File: src/rtl/irq_gate.sv
module irq_gate #(
  parameter int NTMR = 2,
  parameter int STACK_DEPTH = 2,
  localparam int NSRC = NTMR + 1,
  localparam int CW = 2 * NSRC + 1,
  localparam int SPW = $clog2(STACK_DEPTH + 1)
) (
  input  logic            clk,
  input  logic            rst_n,
  input  logic [NSRC-1:0] src_evt,
  input  logic            reg_we,
  input  logic [CW-1:0]   reg_wdata,
  output logic [CW-1:0]   reg_rdata,
  input  logic [SPW-1:0]  stk_ptr,
  output logic            ack,
  output logic [NSRC-1:0] ack_sel,
  output logic            wake
);

  logic            mie;
  logic [NSRC-1:0] en, fl, pend, first;
  logic            room;

  assign pend  = fl & en;
  assign first = pend & (~pend + NSRC'(1));
  assign room  = stk_ptr < SPW'(STACK_DEPTH);
  assign ack   = mie & (|pend) & room;
  assign ack_sel = ack ? first : '0;
  assign wake  = |pend;
  assign reg_rdata = {fl, en, mie};

  always_ff @(posedge clk) begin
    if (!rst_n) begin
      mie <= 1'b0;
      en  <= '0;
      fl  <= '0;
    end else begin
      if (ack)         mie <= 1'b0;
      else if (reg_we) mie <= reg_wdata[0];
      if (reg_we) en <= reg_wdata[NSRC:1];
      fl <= ((reg_we ? reg_wdata[2*NSRC:NSRC+1] : fl) & ~ack_sel) | src_evt;
    end
  end

  assert_full_blocks_R4: assert property (@(posedge clk) disable iff (!rst_n)
    (stk_ptr >= SPW'(STACK_DEPTH)) |-> !ack);

  assert_onehot_sel_R5: assert property (@(posedge clk) disable iff (!rst_n)
    $onehot0(ack_sel) && (ack == (ack_sel != '0)));

  assert_mie_drop_R6: assert property (@(posedge clk) disable iff (!rst_n)
    ack |=> !reg_rdata[0]);

  assert_flag_clear_R6: assert property (@(posedge clk) disable iff (!rst_n)
    ack |=> ((fl & $past(ack_sel & ~src_evt)) == '0));

  assert_evt_latch_R2: assert property (@(posedge clk) disable iff (!rst_n)
    (|src_evt) |=> ((fl & $past(src_evt)) == $past(src_evt)));

  assert_ack_wakes_R8: assert property (@(posedge clk) disable iff (!rst_n)
    ack |-> wake);

endmodule

File: config.mk
export PLATFORM = sky130hd
export DESIGN_NAME = irq_gate
export DESIGN_NICKNAME = d
export VERILOG_FILES = /design/src/rtl/irq_gate.sv
export SDC_FILE = /design/constraint.sdc
export NUM_CORES = 1
export LEC_CHECK = 0
export ABC_AREA = 1
export BUFFER_PORTS_ARGS = -buffer_cell sky130_fd_sc_hd__buf_2
export CAP_MARGIN = 25
export CORE_AREA = 4 4 41 43
export CTS_CLUSTER_SIZE = 14
export DETAILED_ROUTE_END_ITERATION = 16
export DIE_AREA = 0 0 45 47
export GPL_TIMING_DRIVEN = 0
export PLACE_DENSITY_LB_ADDON = 0.12
export SYNTH_ARGS = -nofsm -noshare
export SYNTH_HDL_FRONTEND = slang
export SYNTH_SLANG_ARGS = --single-unit
File: constraint.sdc
create_clock -name clk -period 2.24 [get_ports clk]
set_input_delay 0.112 -clock clk [delete_from_list [all_inputs] [get_ports clk]]
set_output_delay 0.112 -clock clk [all_outputs]
set_load 0.05 [all_outputs]
# After elaboration in Yosys (flattened, before gate mapping)
# Cells that the tools add are included.
# op_classes
add_sub_neg	1
order_cmp	1
muxes	2
bitwise	9
reduce_logical	2
# op_table
operator	count
$and A3 B3 Y3	3
$mux W3	2
$not A3 Y3	2
$add A3 B1 Y3 const B	1
$or A3 B3 Y3	1
$reduce_or A3 Y1	1
$and A1 B1 Y1	2
$lt A2 B2 Y1 const B	1
$reduce_or A2 Y1	1
$not A1 Y1	1
# totals
ff_bits	7
in_bits	15
output_inout_bits	12
elab_cells	18

# Longest topological paths before layout
# depth
depth_word	8
ltp_mapped	5
mapped_depth_nobuf	5

# Worst setup path before layout
# OpenSTA, ideal clock, no wires.
# synth_path
kind	register to register
startpoint	reg fl[1]
endpoint	reg mie
setup_time_ps	131
arrival_time_ps	1544
t_required_ps	2109
setup_slack_ps	565
stages_incl_launch_ff	6
path_buffers	0
synth_period_minus_slack_ps	1675
path_cell_list	dfxtp_1 > nand2_1 > nand3_2 > nand2_1 > inv_1 > nor3_2
# synth_via
elab_chain_cells	5
# synth_rtl
item	line_no	rtl
start, declared	21	logic [NSRC-1:0] en, fl, pend, first;
start signal, assigned	41	fl <= ((reg_we ? reg_wdata[2*NSRC:NSRC+1] : fl) & ~ack_sel) | src_evt;
$and A3 B3 Y3	24	assign pend = fl & en;
$reduce_or A3 Y1	--	
via wake	17	output logic wake
$and A1 B1 Y1 (2 in a row)	27	assign ack = mie & (|pend) & room;
via ack	15	output logic ack,
$reduce_or A2 Y1 (no source line)	--	
end signal, assigned	39	else if (reg_we) mie <= reg_wdata[0];
end, declared	20	logic mie;
# The timed path passes the listed nets, and every way through them passes these cells.
# A chain may end at the register's enable or synchronous reset.

# Worst setup path after layout
# layout_path
startpoint	reg mie
endpoint	out ack_sel[1]
# layout_via
elab_chain_cells	3
# layout_rtl
item	line_no	rtl
$and A1 B1 Y1 (2 in a row)	27	
$mux W3	28	assign ack_sel = ack ? first : '0;
end, declared	16	output logic [NSRC-1:0] ack_sel,
# Every way passes these cells.

==> impl_metrics.ini <==
[route]
drt_pass1_iterations = 1
via_per_inst = 4.19
post-route-drc-count = 0
wire_per_inst_um = 9.80
antenna_violating_nets_post_route = 0
drt_iter0_drc = 0
routed_wl_um = 1000
vias = 427

[finish]
final_cells = 102
multi_input_comb_area_um2 = 184
area.sequential_um2 = 140
num-nets-final = 103
antennaDiodeCount = 0
final_layout_size_suffix_gt1_frac = 0.425
synthToLayoutAreaGrowth_pct = 45.6
fillerInstances = 158

[place]
routabilityCongestion = 0.644
placed_cells_incl_taps = 98
place.port_buffers = 25
hpwlAfterDp_um = 825
detailedPlace.worstSlack_ns = 1.14

[yosys]
yosys_warnings = 0
synthTopCellsByArea = sky130_fd_sc_hd__dfxtp_1 38%, sky130_fd_sc_hd__nand2_1 15%, sky130_fd_sc_hd__inv_1 9.1%
syn_inst = 58
synth.cell_area_um2 = 373
synthDominantCellAreaShare = 0.376
synth_area_per_cell_um2 = 6.43
synth.distinct_cells = 15
ys_seq_area_frac = 0.376
net_count_after_synthesis = 73
post-synth-top-area-cell = sky130_fd_sc_hd__dfxtp_1
synth.ff_latch_count = 7

[sta]
period_share = 0.605
fin_hold_ws_ns = 0.0803
finalWorstSetupSlack_ns = 0.884
worst_slew_margin_rel = 0.834
finClkSkew_ns = 0.00326
post-route-min-period_ns = 1.36
fmaxAchievable_ghz = 0.738
finalHoldViolCount = 0
setup_violations = 0
post_route_setup_tns_ns = 0
rsz0062_at_grt = no
slew_viol_final = 0
worstMarginPinSlew_ns = 0.251

[cts]
clock_latency_ns = 0.25
cts-htree-levels = 1
clk_root_buffer_cell = sky130_fd_sc_hd__clkbuf_4
cts_sinks = 7
cts_buffer_depth = 2
clock_pin_slew_on_the_worst_setup_and_hold_paths_ns = 0.05
tritoncts.num_buffers = 3
post_cts_resized = 0
post-cts-setup-buffers = 0
ctsHoldBuffers = 0
clock_tree_from_tritoncts = built

[critical_path]
worst_ep_required_time_ns = 2.13
cpLargestDelayFamily = buffers and inverters
worstSetupEndpointType = primary output
arrival_ns = 1.24
r2r-start = mie
cp-startpoint = mie
reg2reg_slack_ns = 1.29
worst_path_max_delay_cell = sky130_fd_sc_hd__dfxtp_1
cp_launch_type = flop
cp_cell_sequence = inv_2 > nor2_2 > inv_1 > nor2_1 > buf_2
cp_num_buf_inv = 3
crit_cells = 5
r2r_end = fl[1]
worstPathMaxFanout = 4
ff2ff_path_depth = 5
cp_slowest_stage_delay_ns = 0.34
worst-setup-path-type = flop to primary output

[worst_hold_path]
timing.hold.worst_path_depth = 3
min-delay-path-class = input pin to flop
worstHoldStart = reg_wdata[3]
worst_hold_path.endpoint = en[2]

[global_routing]
global_route.usage.total = 0.117
first_pass_grt_wire_length_um = 1740
first_global_vias = 436
antenna_violations_before_repair = 0
globalRoute.totalOverflow = 0
grt_start_max_net_pins = 9

[power_and_ir_drop]
report.power.total_uw = 356
worst_ir_drop_on_vdd_v = 0.000268
power_density_mw_per_mm2 = 655
static-leakage-power_nw = 0.347

[floorplanning]
dieWidth_um = 45
initial_core_utilization = 0.287
coreArea_mm2 = 0.00130
dieArea_mm2 = 0.00212
floorplan.io_pins = 27
die_y_um = 47
row_count = 13

[run]
max_cap_violations = 0

[status]
result_of_the_run = finished clean
==> worst reg2reg max path: stages, from the launching register on <==
cell and delay, ns:
sky130_fd_sc_hd__dfxtp_1 0.34, sky130_fd_sc_hd__inv_2 0.05, sky130_fd_sc_hd__nor2_2 0.14, sky130_fd_sc_hd__inv_1 0.08, sky130_fd_sc_hd__o21ai_1 0.14, sky130_fd_sc_hd__a21oi_1 0.08
==> Yosys cell counts <==
cell	count
sky130_fd_sc_hd__nand2_1	15
sky130_fd_sc_hd__inv_1	9
sky130_fd_sc_hd__nor2_1	8
sky130_fd_sc_hd__dfxtp_1	7
sky130_fd_sc_hd__a21oi_1	3
sky130_fd_sc_hd__o21ai_0	3
sky130_fd_sc_hd__inv_2	2
sky130_fd_sc_hd__nand2_2	2
sky130_fd_sc_hd__nand3_1	2
sky130_fd_sc_hd__o21ai_1	2
sky130_fd_sc_hd__buf_4	1
sky130_fd_sc_hd__nand3_2	1
sky130_fd_sc_hd__nor2_2	1
sky130_fd_sc_hd__nor3_2	1
sky130_fd_sc_hd__o21ai_2	1
==> per-layer routing <==
metal | GRT usage | share of wire | vias to the layer above | wire length, µm
met5 | 0 | 0 | - | 0
met4 | 0.0526 | 0 | 0 | 0
met3 | 0.0613 | 0.074 | 0 | 74
met2 | 0.184 | 0.43 | 16 | 434
met1 | 0.132 | 0.49 | 177 | 492
li1 | - | - | 234 | -
==> placed cells by master, fill, tap and decap left out <==
master	instances
sky130_fd_sc_hd__inv_2	2
sky130_fd_sc_hd__clkbuf_4	3
sky130_fd_sc_hd__nor2_2	1
sky130_fd_sc_hd__clkbuf_1	1
sky130_fd_sc_hd__o21ai_2	1
sky130_fd_sc_hd__o21ai_1	2
sky130_fd_sc_hd__nand3_2	1
sky130_fd_sc_hd__buf_2	25
sky130_fd_sc_hd__nand3_1	2
sky130_fd_sc_hd__dfxtp_1	7
sky130_fd_sc_hd__a21oi_1	3
sky130_fd_sc_hd__nor2_1	8
sky130_fd_sc_hd__nand2_1	15
sky130_fd_sc_hd__nor3_2	1
sky130_fd_sc_hd__nand2_2	2
sky130_fd_sc_hd__buf_4	1
sky130_fd_sc_hd__o21ai_0	3
sky130_fd_sc_hd__inv_1	9
==> final cells by class <==
| type | count | area share |
|---|---|---|
| multi-input cells | 39 | 0.339 |
| flip-flops and latches | 7 | 0.258 |
| repair buffers | 25 | 0.230 |
| inverters | 11 | 0.0760 |
| clock buffers | 4 | 0.0484 |
| well taps | 15 | 0.0346 |
| plain buffers | 1 | 0.0138 |
==> report_power, final <==
| part | internal [mW] | switching [mW] |
|---|---|---|
| registers | 0.134 | 0.00768 |
| logic | 0.0293 | 0.0705 |
| clock network | 0.0680 | 0.0462 |
==> how the worst max path moves through the flow <==
stage	to	slack, ns
after floorplan	ack_sel[2]	0.56
after global placement	ack_sel[1]	1.15
after detailed placement	ack_sel[1]	1.14
after CTS	ack_sel[1]	0.85
after global routing	ack_sel[0]	0.76
final	ack_sel[1]	0.88
==> state kept, by name, indices dropped and copies added, names as in the netlist <==
| name | cells |
|---|---|
| mie | 1 |
| en | 3 |
| fl | 3 |
==> through the flow <==
step | area, µm² | utilization
floorplan | 373 | -
global placement | 517 | 0.397
detailed placement | 517 | 0.397
CTS | 543 | 0.417
global route | 543 | 0.417
finish | 543 | 0.417
==> logic make-up after synthesis <==
family	share of synthesized area
buffers and inverters	0.131
AND/OR/NAND/NOR	0.362
AO/OA/AOI/OAI	0.131
flip-flops	0.376
(Power assumes the default switching activity.)
